$ cat src/rtl/trap_pkg.sv
package trap_pkg;
   localparam int unsigned CLASS_COUNT = 8;
   localparam int unsigned CLASS_W     = 3;
   localparam int unsigned STRIDE_LOG2 = 5;
   localparam int unsigned ALIGN_W     = CLASS_W + STRIDE_LOG2;

   typedef logic [CLASS_W-1:0] trap_class_t;

   typedef enum logic {
      SRC_SYNC  = 1'b0,
      SRC_ASYNC = 1'b1
   } trap_src_e;
endpackage

$ cat src/rtl/trap_prio_pick.sv
module trap_prio_pick #(
   parameter int unsigned N = 8,
   localparam int unsigned IW = (N > 1) ? $clog2(N) : 1
) (
   input  logic [N-1:0]  req,
   output logic [N-1:0]  grant,
   output logic          valid,
   output logic [IW-1:0] idx
);
   logic [N:0] seen;
   assign seen[0] = 1'b0;

   generate
      if (N < 2) begin : g_bad_n
         $error("trap_prio_pick: N must be at least 2");
      end
      for (genvar i = 0; i < N; i++) begin : g_chain
         assign seen[i+1] = seen[i] | req[i];
         assign grant[i]  = req[i] & ~seen[i];
      end
   endgenerate

   assign valid = seen[N];

   always_comb begin
      idx = '0;
      for (int i = 0; i < N; i++) begin
         if (grant[i]) idx = idx | IW'(i);
      end
   end
endmodule

$ cat src/rtl/trap_async_pend.sv
module trap_async_pend #(
   parameter int unsigned N     = 8,
   parameter int unsigned TIN_W = 8
) (
   input  logic             clk,
   input  logic             rst_n,
   input  logic [N-1:0]     arr,
   input  logic [N*TIN_W-1:0] arr_tin,
   input  logic [N-1:0]     clr,
   output logic [N-1:0]     eff,
   output logic [N*TIN_W-1:0] eff_tin
);
   logic [N-1:0]       pend_q;
   logic [N*TIN_W-1:0] tin_q;

   generate
      for (genvar i = 0; i < N; i++) begin : g_slot
         always_ff @(posedge clk or negedge rst_n) begin
            if (!rst_n) begin
               pend_q[i]              <= 1'b0;
               tin_q[i*TIN_W +: TIN_W] <= '0;
            end else begin
               pend_q[i] <= (pend_q[i] | arr[i]) & ~clr[i];
               if (arr[i]) tin_q[i*TIN_W +: TIN_W] <= arr_tin[i*TIN_W +: TIN_W];
            end
         end
         assign eff[i] = pend_q[i] | arr[i];
         assign eff_tin[i*TIN_W +: TIN_W] = arr[i] ? arr_tin[i*TIN_W +: TIN_W]
                                                   : tin_q[i*TIN_W +: TIN_W];
      end
   endgenerate

   // a taken slot is empty on the next cycle
   p_taken_cleared_r5: assert property (@(posedge clk) disable iff (!rst_n)
      (clr != '0) |=> ((pend_q & $past(clr)) == '0));

   // a pending slot that was not taken stays pending
   p_pending_held_r5: assert property (@(posedge clk) disable iff (!rst_n)
      (pend_q != '0) |=> ((($past(pend_q) & ~$past(clr)) & ~pend_q) == '0));
endmodule

$ cat src/rtl/trap_vbase.sv
module trap_vbase #(
   parameter int unsigned          ADDR_W  = 32,
   parameter int unsigned          ALIGN_W = 8,
   parameter logic [ADDR_W-1:0]    RST_VAL = '0
) (
   input  logic              clk,
   input  logic              rst_n,
   input  logic              we,
   input  logic [ADDR_W-1:0] wdata,
   output logic [ADDR_W-1:0] base
);
   logic aligned;
   assign aligned = (wdata[ALIGN_W-1:0] == '0);

   generate
      if (RST_VAL[ALIGN_W-1:0] != '0) begin : g_bad_rst
         $error("trap_vbase: reset value must have its low bits clear");
      end
   endgenerate

   always_ff @(posedge clk or negedge rst_n) begin
      if (!rst_n)              base <= RST_VAL;
      else if (we && aligned)  base <= wdata;
   end

   // base never holds a misaligned value
   p_base_aligned_r8: assert property (@(posedge clk) disable iff (!rst_n)
      base[ALIGN_W-1:0] == '0);

   // misaligned write leaves the base unchanged
   p_bad_write_ignored_r8: assert property (@(posedge clk) disable iff (!rst_n)
      (we && (wdata[ALIGN_W-1:0] != '0)) |=> $stable(base));
endmodule

$ cat src/rtl/trap_dispatch.sv
module trap_dispatch
   import trap_pkg::*;
#(
   parameter int unsigned       ADDR_W            = 32,
   parameter int unsigned       TIN_W             = 8,
   parameter logic [ADDR_W-1:0] VB_RESET          = 32'h0000_1000,
   parameter int unsigned       FATAL_CLASS       = 3,
   parameter int unsigned       FATAL_TIN         = 4,
   parameter bit                ASYNC_AT_BOUNDARY = 1'b1
) (
   input  logic                         clk,
   input  logic                         rst_n,
   input  logic [CLASS_COUNT-1:0]       sync_req,
   input  logic [CLASS_COUNT*TIN_W-1:0] sync_tin,
   input  logic [CLASS_COUNT-1:0]       async_req,
   input  logic [CLASS_COUNT*TIN_W-1:0] async_tin,
   input  logic                         boundary,
   input  logic                         vb_we,
   input  logic [ADDR_W-1:0]            vb_wdata,
   output logic                         redirect,
   output logic [ADDR_W-1:0]            handler_addr,
   output logic [CLASS_W-1:0]           stat_class,
   output logic [TIN_W-1:0]             stat_tin,
   output logic                         stat_async,
   output logic                         unrecoverable
);
   localparam int unsigned N = CLASS_COUNT;

   generate
      if (ADDR_W <= ALIGN_W) begin : g_bad_addr
         $error("trap_dispatch: ADDR_W too small for the vector table");
      end
      if (FATAL_CLASS >= N) begin : g_bad_fatal
         $error("trap_dispatch: FATAL_CLASS out of range");
      end
      if (TIN_W < 3) begin : g_bad_tin
         $error("trap_dispatch: TIN_W too narrow");
      end
   endgenerate

   logic [ADDR_W-1:0]  vbase;
   logic [N-1:0]       s_grant, a_grant, a_eff, a_cand;
   logic               s_valid, a_valid, async_open, take;
   trap_class_t        s_idx, a_idx, sel_cls;
   logic [N*TIN_W-1:0] a_tin_eff;
   logic [TIN_W-1:0]   sel_tin;
   trap_src_e          sel_src;

   trap_vbase #(.ADDR_W(ADDR_W), .ALIGN_W(ALIGN_W), .RST_VAL(VB_RESET)) u_vbase (
      .clk(clk), .rst_n(rst_n), .we(vb_we), .wdata(vb_wdata), .base(vbase));

   trap_async_pend #(.N(N), .TIN_W(TIN_W)) u_pend (
      .clk(clk), .rst_n(rst_n), .arr(async_req), .arr_tin(async_tin),
      .clr(a_grant), .eff(a_eff), .eff_tin(a_tin_eff));

   trap_prio_pick #(.N(N)) u_sync_pick (
      .req(sync_req), .grant(s_grant), .valid(s_valid), .idx(s_idx));

   generate
      if (ASYNC_AT_BOUNDARY) begin : g_gate_boundary
         assign async_open = boundary & ~s_valid;
      end else begin : g_gate_any
         assign async_open = ~s_valid;
      end
   endgenerate

   assign a_cand = a_eff & {N{async_open}};

   trap_prio_pick #(.N(N)) u_async_pick (
      .req(a_cand), .grant(a_grant), .valid(a_valid), .idx(a_idx));

   assign take    = s_valid | a_valid;
   assign sel_src = s_valid ? SRC_SYNC : SRC_ASYNC;
   assign sel_cls = s_valid ? s_idx : a_idx;
   assign sel_tin = s_valid ? sync_tin[s_idx*TIN_W +: TIN_W]
                            : a_tin_eff[a_idx*TIN_W +: TIN_W];

   always_ff @(posedge clk or negedge rst_n) begin
      if (!rst_n) begin
         redirect      <= 1'b0;
         handler_addr  <= '0;
         stat_class    <= '0;
         stat_tin      <= '0;
         stat_async    <= 1'b0;
         unrecoverable <= 1'b0;
      end else begin
         redirect <= take;
         if (take) begin
            handler_addr <= {vbase[ADDR_W-1:ALIGN_W], sel_cls, {STRIDE_LOG2{1'b0}}};
            stat_class   <= sel_cls;
            stat_tin     <= sel_tin;
            stat_async   <= (sel_src == SRC_ASYNC);
            if ((sel_cls == trap_class_t'(FATAL_CLASS)) && (sel_tin == TIN_W'(FATAL_TIN)))
               unrecoverable <= 1'b1;
         end
      end
   end

   // pulse follows a take, and only a take
   p_pulse_after_take_r2: assert property (@(posedge clk) disable iff (!rst_n)
      take |=> redirect);
   p_no_pulse_idle_r2: assert property (@(posedge clk) disable iff (!rst_n)
      !take |=> !redirect);

   // address slot matches the reported class
   p_addr_slot_r1: assert property (@(posedge clk) disable iff (!rst_n)
      redirect |-> (handler_addr[ALIGN_W-1:STRIDE_LOG2] == stat_class
                    && handler_addr[STRIDE_LOG2-1:0] == '0));

   // a synchronous request always wins the cycle
   p_sync_first_r4: assert property (@(posedge clk) disable iff (!rst_n)
      (sync_req != '0) |=> (redirect && !stat_async));

   // status is stable while nothing is taken
   p_status_hold_r7: assert property (@(posedge clk) disable iff (!rst_n)
      !take |=> ($stable(stat_class) && $stable(stat_tin) && $stable(stat_async)));

   // unrecoverable flag is sticky
   p_fatal_sticky_r9: assert property (@(posedge clk) disable iff (!rst_n)
      unrecoverable |=> unrecoverable);

   // never more than one class granted per picker
   p_single_grant_r3: assert property (@(posedge clk) disable iff (!rst_n)
      $onehot0(s_grant) && $onehot0(a_grant));
endmodule

$ cat config.mk
export PLATFORM = sky130hd
export DESIGN_NAME = trap_dispatch
export DESIGN_NICKNAME = d
export VERILOG_FILES = /design/src/rtl/trap_pkg.sv /design/src/rtl/trap_prio_pick.sv /design/src/rtl/trap_async_pend.sv /design/src/rtl/trap_vbase.sv /design/src/rtl/trap_dispatch.sv
export SDC_FILE = /design/constraint.sdc
export NUM_CORES = 1
export LEC_CHECK = 0
export BUFFER_PORTS_ARGS = -buffer_cell sky130_fd_sc_hd__buf_2
export CORE_AREA = 3 3 140 128
export CTS_CLUSTER_DIAMETER = 150
export DETAILED_ROUTE_END_ITERATION = 8
export DIE_AREA = 0 0 143 131
export PLACE_DENSITY = 0.7
export SETUP_SLACK_MARGIN = 0.15
export SYNTH_ARGS = -nofsm -noshare
export SYNTH_HDL_FRONTEND = slang
export SYNTH_SLANG_ARGS = --single-unit
export TNS_END_PERCENT = 5
$ cat constraint.sdc
create_clock -name clk -period 4 [get_ports clk]
set_input_delay 0.4 -clock clk [delete_from_list [all_inputs] [get_ports clk]]
set_output_delay 0.4 -clock clk [all_outputs]
set_load 0.02 [all_outputs]
==> results of run 1 <==
-- cell usage after synthesis (5+ instances only) --
library cell,n
a211oi_1,12
a21oi_1,24
and3_1,7
buf_2,6
buf_4,9
clkbuf_1,20
dfrtp_1,133
inv_1,6
mux2_2,89
mux2i_1,33
nand2_1,91
nand3_1,10
nand4_1,6
nor2_1,45
nor3_1,20
nor4_1,9
o21ai_0,6
o22ai_1,10
or4_1,5
-- registers in the layout, indices dropped and copies added (netlist names) --
| register | flops |
|---|---|
| u_pend.tin_q | 64 |
| handler_addr | 25 |
| u_vbase.base | 24 |
| stat_tin | 8 |
| u_pend.pend_q | 8 |
| stat_class | 2 |
| redirect | 1 |
| stat_async | 1 |
| unrecoverable | 1 |
-- worst paths after layout --
check | from | end | slack [ns] | cells past startpoint
hold reg to reg | handler_addr[28] | handler_addr[28] | 0.46 | 2
setup reg to reg | u_pend.pend_q[1] | unrecoverable | 0.72 | 8
min in group clk | vb_wdata[20] | u_vbase.base[20] | 0.22 | 2
hold / removal | rst_n | handler_addr[11] | 0.14 | 1
setup / recovery | u_pend.pend_q[1] | unrecoverable | 0.72 | 8
max in group asynchronous | rst_n | u_pend.tin_q[23] | 3.00 | 2
-- power by group --
part	switching [mW]	leakage, nW	total [mW]	internal [mW]
Sequential	0.0331	1.64	1.49	1.46
Combinational	0.264	2.28	0.477	0.212
Clock	0.566	0.312	1.67	1.10
Total	0.864	4.23	3.63	2.77
-- through the flow --
step	area, um2	hold WS [ns]	cells	power (mW)	utilization
after floorplan	6620	0.104	612	1.76	-
after global placement	7960	0.446	1025	1.99	0.476
after detailed placement	7960	0.450	1025	1.99	0.476
after CTS	8590	0.167	1056	3.66	0.514
after global routing	8590	0.195	1056	3.77	0.514
final	8590	0.137	1056	3.63	0.514
-- metal layers --
metal | wire length (um) | up-vias | GRT usage | part of all wire
met5 | 0 | - | 0 | 0
met4 | 310 | 0 | 0.0671 | 0.016
met3 | 1490 | 25 | 0.0535 | 0.076
met2 | 9290 | 278 | 0.337 | 0.47
met1 | 8650 | 2703 | 0.284 | 0.44
li1 | - | 2647 | - | -
-- final cells by class --
| cell class | count | share of cell area |
|---|---|---|
| timing repair buffer | 241 | 0.148 |
| inverter | 6 | 0.00262 |
| multi-input combinational | 433 | 0.354 |
| clock buffer | 22 | 0.0564 |
| tap | 211 | 0.0307 |
| sequential | 134 | 0.391 |
| clock inverter | 9 | 0.0172 |
-- cells by family (layout without fill, tap and decap cells) --
kind of cell | after synthesis | after routing
and+or+nand+nor | 216 | 216
muxes | 123 | 123
other | 1 | 5
buffers and inverters | 45 | 278
AOI/OAI and AO/OA | 89 | 89
DFF | 134 | 134
==> results_dict.tcl, run 1 <==
set metrics [dict create \
    finalHoldViolations 0 \
    clock_latency_ns 0.42 \
    clock_skew_ns 0.00780 \
    drt-vias-per-instance 5.35 \
    ys_seq_area_frac 0.508 \
    finalNetCount 1013 \
    core_area_um2 16700 \
    drt_first_pass_iters 4 \
    drv_cap 0 \
    dieArea_um2 18700 \
    cts_hold_buffers 0 \
    synth-async-reset-ratio 1.00 \
    synth-xor-area-share 0 \
    start_util 0.395 \
    tightest_slew_ns 0.954 \
    power_leakage_nw 4.23 \
    tritoncts "yes" \
    yosys.area_share.simple 0.159 \
    grt_start_max_net_pins 76 \
    dp_hpwl_um 15600 \
    synth_compound_area_frac 0.0930 \
    netlist_instances 608 \
    critPathMaxStageDelay_ns 0.56 \
    ys_ff_latch 134 \
    irDropWorstVdd_mv 0.291 \
    arrival_ns 3.58 \
    rsz0062_at_grt "false" \
    cp_max_fo 14 \
    path_class "flip-flop to flip-flop" \
    layout_common_cells "buf_2 (219), dfrtp_1 (133), nand2_1 (91)" \
    crit_chain "nor4_2 > and4_1 > nand3_1 > nand4_4 > o22ai_1 > or3_1 > a221o_1 > o41ai_2" \
    synthAdderAreaFrac 0 \
    synth.avg_cell_area_um2 10.9 \
    worstSetupEndpointType "flip-flop" \
    wl_um 19700 \
    path_delay_family "simple AND/OR/NAND/NOR gates" \
    post-place-ws_ns 0.458 \
    syn2layout_area_growth_pct 30.1 \
    synth_top_family_by_area "multiplexers" \
    synthMuxAreaShare 0.205 \
    yosysWarnings 0 \
    clockBufferDepth 2 \
    core.rowCount 45 \
    synth_top_area_cell "dfrtp_1" \
    synth_edf_count 0 \
    min-delay-path-class "primary input to async pin" \
    track_usage 0.211 \
    antenna_cells 0 \
    required_ns 4.31 \
    clk_pin_slew_worst_paths_ns 0.06 \
    first_iter_violations 421 \
    grt_pass1_vias 5626 \
    cts.sink_count 134 \
    multi_input_area_um2 3040 \
    setup_violations 0 \
    status "finished clean" \
    period_minus_slack_ns 3.28 \
    ios 226 \
    period_share 0.819 \
    cts-htree-levels 4 \
    slew_violations 0 \
    slew_headroom 0.364 \
    synth.distinct_cells 61 \
    final.setup.tns_ns 0 \
    synth.area.top_cells "dfrtp_1 (50%), mux2_2 (15%), nand2_1 (5.2%)" \
    cts_made_buffers 17 \
    grt_overflow 0 \
    powerDensity_nw_per_um2 423 \
    layout_commonest_cell "buf_2" \
    fin_ws_ns 0.725 \
    die_h_um 131 \
    antenna_found_initial 0 \
    dieWidth_um 143 \
    crit_buf_inv 0 \
    final_layout_size_suffix_gt1_frac 0.449 \
    portBuffers 220 \
    cp-start-kind "flip-flop" \
    num_vias 5653 \
    gp_congestion 0.953 \
    seqCellArea_um2 3350 \
    fillerInstances 1497 \
    synthDominantCellAreaShare 0.504 \
    root_buffer "clkbuf_16" \
    cts_resized 0 \
    cp_slowest_cell "and4_1" \
    ant_nets 0 \
    grt_pass1_wl_um 30000 \
    postCtsSetupRepairBufs 0 \
    max_freq_mhz 305 \
    synth-main-ff-cell "dfrtp_1" \
    synth_area_um2 6600 \
    drcViolationCount 0 \
    wl_per_cell_um 18.7 \
]
(Power assumes the default switching activity.)
==> run 2, diff against run 1 <==
--- a/config.mk
+++ b/config.mk
@@ -10,7 +10,7 @@
 export CTS_CLUSTER_DIAMETER = 150
 export DETAILED_ROUTE_END_ITERATION = 8
 export DIE_AREA = 0 0 143 131
-export PLACE_DENSITY = 0.7
+export PLACE_DENSITY = 0.73
 export SETUP_SLACK_MARGIN = 0.15
 export SYNTH_ARGS = -nofsm -noshare
 export SYNTH_HDL_FRONTEND = slang
==> constraint.sdc (replaced) <==
create_clock -name clk -period 3 [get_ports clk]
set_input_delay 0.3 -clock clk [delete_from_list [all_inputs] [get_ports clk]]
set_output_delay 0.3 -clock clk [all_outputs]
set_load 0.02 [all_outputs]
==> results_dict.tcl, run 2 (same netlist as run 1, synthesis figures left out) <==
set metrics [dict create \
    status "finished clean" \
    cts-htree-levels 4 \
    grt_start_max_net_pins 91 \
    dieWidth_um 143 \
    crit_end "stat_tin[7]" \
    ant_nets 0 \
    top_register "u_pend.tin_q" \
    slew_headroom 0.441 \
    worstSetupEndpointType "flip-flop" \
    grt_pass1_vias 5563 \
    finalHoldViolations 0 \
    drt-vias-per-instance 5.21 \
    ios 226 \
    core_area_um2 16700 \
    finalPower_mw 4.88 \
    wl_per_cell_um 18.6 \
    place_area_um2 8260 \
    r2r_slack_ns 0.20 \
    num_vias 5730 \
    cp_max_fo 3 \
    crit_chain "nor4_4 > nand2_1 > or4_4 > buf_6 > nand4_4 > o22ai_2 > or3_4 > a221o_1 > mux2_4" \
    antenna_found_initial 0 \
    clockBufferDepth 2 \
    die_h_um 131 \
    clock_latency_ns 0.42 \
    drcViolationCount 0 \
    r2r-start "u_pend.pend_q[0]" \
    path_class "flip-flop to flip-flop" \
    layout_common_cells "buf_2 (219), dfrtp_1 (133), nand2_1 (90)" \
    crit_buf_inv 1 \
    cp-startpoint "u_pend.pend_q[0]" \
    final.setup.tns_ns 0 \
    arrival_ns 3.10 \
    tightest_slew_ns 0.838 \
    cp.depth 9 \
    cts.sink_count 134 \
    cp_slowest_cell "or4_4" \
    cts_made_buffers 17 \
    reg2reg_to "stat_tin[7]" \
    cp-start-kind "flip-flop" \
    r2r_cells 9 \
    top_regs "u_pend.tin_q (64), handler_addr (25), u_vbase.base (24)" \
    clk_pin_slew_worst_paths_ns 0.06 \
    power_leakage_nw 4.46 \
    final_layout_size_suffix_gt1_frac 0.498 \
    irDropWorstVdd_mv 0.426 \
    drt_first_pass_iters 5 \
    antenna_cells 0 \
    wl_um 20400 \
    period_minus_slack_ns 2.80 \
    core.rowCount 45 \
    powerDensity_nw_per_um2 537 \
    rsz0062_at_grt "true" \
    root_buffer "clkbuf_16" \
    layout_commonest_cell "buf_2" \
    grt_overflow 0 \
    track_usage 0.213 \
    dieArea_um2 18700 \
    tritoncts "yes" \
    portBuffers 220 \
    drv_cap 0 \
    dp_hpwl_um 16000 \
    largest_register_ffs 64 \
    fillerInstances 1436 \
    path_delay_family "simple AND/OR/NAND/NOR gates" \
    required_ns 3.30 \
    clock_skew_ns 0.00815 \
    finalNetCount 1055 \
    period_share 0.934 \
    min-delay-path-class "primary input to flip-flop" \
    slew_violations 0 \
    critPathMaxStageDelay_ns 0.58 \
    syn2layout_area_growth_pct 37.6 \
    setup_violations 0 \
    start_util 0.395 \
    fin_area_um2 9080 \
    gp_congestion 0.912 \
    first_iter_violations 325 \
    max_freq_mhz 357 \
    grt_pass1_wl_um 30400 \
]
-- run 2: what timing repair did --
action / in CTS / in global routing
pin swaps: 3 / 11
resized for setup: 1 / 29
hold buffers: 1 / 0
setup buffers: 2 / 5
endpoints found under the hold margin: 50 / 0
endpoints found under the setup margin: 2 / 2
-- run 2: through the flow --
| stage | worst slack, ns | util | std cells | hold slack, ns |
|---|---|---|---|---|
| 2_1_floorplan | 0.155 | - | 612 | 0.00441 |
| 3_5_place_dp | -0.0327 | 0.494 | 1059 | 0.430 |
| 3_3_place_gp | 0.000355 | 0.494 | 1059 | 0.434 |
| 5_1_grt | 0.0835 | 0.543 | 1099 | 0.0925 |
| 4_1_cts | 0.160 | 0.533 | 1094 | 0.0906 |
| 6_report | 0.198 | 0.543 | 1099 | 0.106 |
-- run 2: metal layers --
layer | global-route usage | routed length, um | up-vias
li1 | - | - | 2736
met1 | 0.301 | 9000 | 2744
met2 | 0.338 | 9860 | 233
met3 | 0.0473 | 1330 | 17
met4 | 0.0520 | 208 | 0
met5 | 0 | 0 | -
-- run 2: worst min path at each step --
| stage | slack [ns] | end | cells past startpoint | from |
|---|---|---|---|---|
| finish | 0.11 | u_vbase.base[30] | 2 | vb_wdata[30] |
| global route | 0.09 | u_vbase.base[24] | 2 | vb_wdata[24] |
| CTS | 0.09 | u_vbase.base[30] | 2 | vb_wdata[30] |
| detailed placement | 0.43 | u_vbase.base[18] | 1 | rst_n |
| global placement | 0.43 | handler_addr[18] | 1 | rst_n |
| floorplan | 0.004 | handler_addr[10] | 0 | rst_n |
-- run 2: layout make-up --
class | instances | area, um2 | area share
sequential | 134 | 3350 | 0.369
multi-input combinational | 433 | 3190 | 0.351
timing repair buffer | 283 | 1630 | 0.179
clock buffer | 18 | 429 | 0.0473
tap | 211 | 264 | 0.0291
clock inverter | 14 | 200 | 0.0220
inverter | 6 | 22.5 | 0.00248
-- run 2: report_power, final --
| group | internal [mW] | leakage, nW | switching (mW) |
|---|---|---|---|
| logic | 0.320 | 2.52 | 0.366 |
| registers | 1.94 | 1.64 | 0.0446 |
| clock network | 1.40 | 0.298 | 0.811 |
==> run 3, diff against run 2 <==
--- a/config.mk
+++ b/config.mk
@@ -5,14 +5,16 @@
 export SDC_FILE = /design/constraint.sdc
 export NUM_CORES = 1
 export LEC_CHECK = 0
+export ABC_AREA = 1
 export BUFFER_PORTS_ARGS = -buffer_cell sky130_fd_sc_hd__buf_2
-export CORE_AREA = 3 3 140 128
+export CORE_AREA = 3 3 148 136
 export CTS_CLUSTER_DIAMETER = 150
 export DETAILED_ROUTE_END_ITERATION = 8
-export DIE_AREA = 0 0 143 131
-export PLACE_DENSITY = 0.73
+export DIE_AREA = 0 0 151 139
+export PLACE_DENSITY = 0.71
 export SETUP_SLACK_MARGIN = 0.15
 export SYNTH_ARGS = -nofsm -noshare
 export SYNTH_HDL_FRONTEND = slang
+export SYNTH_HIERARCHICAL = 1
 export SYNTH_SLANG_ARGS = --single-unit
 export TNS_END_PERCENT = 5
==> results_dict.tcl, run 3 <==
set metrics [dict create \
    largest_register_ffs 64 \
    portBuffers 220 \
    gp_congestion 0.855 \
    track_usage 0.206 \
    multi_input_area_um2 3150 \
    post-place-cells 1406 \
    cts.sink_count 134 \
    antenna_cells 0 \
    finalHoldViolations 0 \
    slew_violations 0 \
    num_vias 6828 \
    r2r-start "u_pend/pend_q[0]" \
    required_ns 3.35 \
    grt_start_max_net_pins 73 \
    power_switching_mw 1.35 \
    grt_pass1_vias 6613 \
    synth.avg_cell_area_um2 7.43 \
    tightest_slew_ns 0.594 \
    netlist_instances 963 \
    critPathMaxStageDelay_ns 0.16 \
    drt-vias-per-instance 4.74 \
    grt_pass1_wl_um 33900 \
    cp-startpoint "sync_req[1]" \
    fillerInstances 1927 \
    clock_latency_ns 0.42 \
    drv_cap 0 \
    p_int_mw 3.39 \
    fin_util 0.479 \
    irDropWorstVdd_mv 0.425 \
    power_leakage_nw 4.83 \
    first_iter_violations 448 \
    drcViolationCount 0 \
    root_buffer "clkbuf_16" \
    top_register "u_pend/tin_q" \
    tritoncts "yes" \
    ios 226 \
    dieArea_um2 21000 \
    start_util 0.380 \
    min-delay-start "vb_wdata[16]" \
    wl_per_cell_um 15.1 \
    cts-htree-levels 4 \
    worstSetupEndpointType "flip-flop" \
    post-place-ws_ns -0.0171 \
    cp-start-kind "primary input" \
    cp_slowest_cell "nand3b_1" \
    layout_common_cells "nand2_1 (457), buf_2 (219), dfrtp_1 (133)" \
    antenna_found_initial 0 \
    status "finished clean" \
    core_area_um2 18900 \
    path_delay_family "simple AND/OR/NAND/NOR gates" \
    grt_overflow 0 \
    finalPower_mw 4.74 \
    finalNetCount 1356 \
    place_area_um2 8440 \
    fin_cells 1439 \
    fin_ws_ns 0.481 \
    die_h_um 139 \
    clockBufferDepth 2 \
    crit_buf_inv 6 \
    dp_hpwl_um 16200 \
    layout_commonest_cell "nand2_1" \
    clk_pin_slew_worst_paths_ns 0.07 \
    power_frac_comb 0.153 \
    clock_skew_ns 0.0130 \
    final.setup.tns_ns 0 \
    final_layout_size_suffix_gt1_frac 0.292 \
    drt_first_pass_iters 5 \
    period_minus_slack_ns 2.52 \
    max_freq_mhz 397 \
    seq_power_share 0.426 \
    path_class "primary input to flip-flop" \
    cts_made_buffers 17 \
    seqCellArea_um2 3350 \
    cp_max_fo 16 \
    rsz0062_at_grt "false" \
    p_clk_frac 0.421 \
    crit_chain "buf_2 > nor2_4 > nand4_4 > nor2_4 > nand3b_1 > inv_2 > nand2_2 > buf_4 > nor2_2 > inv_1 > nor2_2 > nor2_1 > nand3_1 > inv_2 > buf_12 > nand2_1 > nand3_1 > nand3_1 > nand2_1 > nor2_1 > nand2_1 > nor2_1 > nand3_1 > nand2_1" \
    syn2layout_area_growth_pct 26.2 \
    switching_share 0.285 \
    arrival_ns 2.87 \
    holdWs_ns 0.108 \
    period_share 0.840 \
    setup_violations 0 \
    ant_nets 0 \
    wl_um 21800 \
    min-delay-path-class "primary input to flip-flop" \
    top_regs "u_pend/tin_q (64), handler_addr (25), u_vbase/base (24)" \
    r2r_slack_ns 0.54 \
    dieWidth_um 151 \
    core.rowCount 48 \
    fin_area_um2 9040 \
    slew_headroom 0.603 \
    synth_area_um2 7160 \
    powerDensity_nw_per_um2 525 \
    yosysWarnings 6 \
]
[run 3: cell type report]
type / instances / area share
tap: 250 / 0.0346
multi-input combinational: 701 / 0.348
clock inverter: 13 / 0.0138
inverter: 79 / 0.0375
clock buffer: 19 / 0.0490
sequential: 134 / 0.371
timing repair buffer: 243 / 0.146
[run 3: repair_timing]
| action | in CTS | in global routing |
|---|---|---|
| setup buffers | 0 | 0 |
| hold endpoints to repair | 22 | 0 |
| setup endpoints to repair | 0 | 1 |
| hold buffers | 1 | 0 |
| resized for setup | 0 | 6 |
[run 3: path summary, 6_finish.rpt]
path | endpoint | cells past startpoint
hold reg to reg | handler_addr[20] | 2
setup reg to reg | unrecoverable | 21
hold / removal | u_vbase/base[16] | 3
setup / recovery | unrecoverable | 24
min in group asynchronous | handler_addr[21] | 2
max in group asynchronous | u_vbase/base[12] | 3
[run 3: power groups by stage]
stage	logic (mW)	registers, mW	clock network (mW)
finish	0.728	2.02	2.00
global route	0.818	2.03	2.12
CTS	0.735	2.02	2.03
detailed placement	0.730	2.05	0
global placement	0.726	2.05	0
floorplan	0.358	2.10	0
[run 3: worst reg2reg max path, delay by kind of cell, from the launching register on]
kind                   cells  cell delay (ns)
and+or+nand+nor           16             1.51
buffers and inverters      5             0.48
DFF                        1             0.39
[run 3: per-layer routing]
metal	vias to the layer above	global-route usage	part of all wire
li1	3407	-	-
met1	3172	0.279	0.45
met2	233	0.336	0.47
met3	16	0.0493	0.073
met4	0	0.0487	0.010
met5	-	0	0
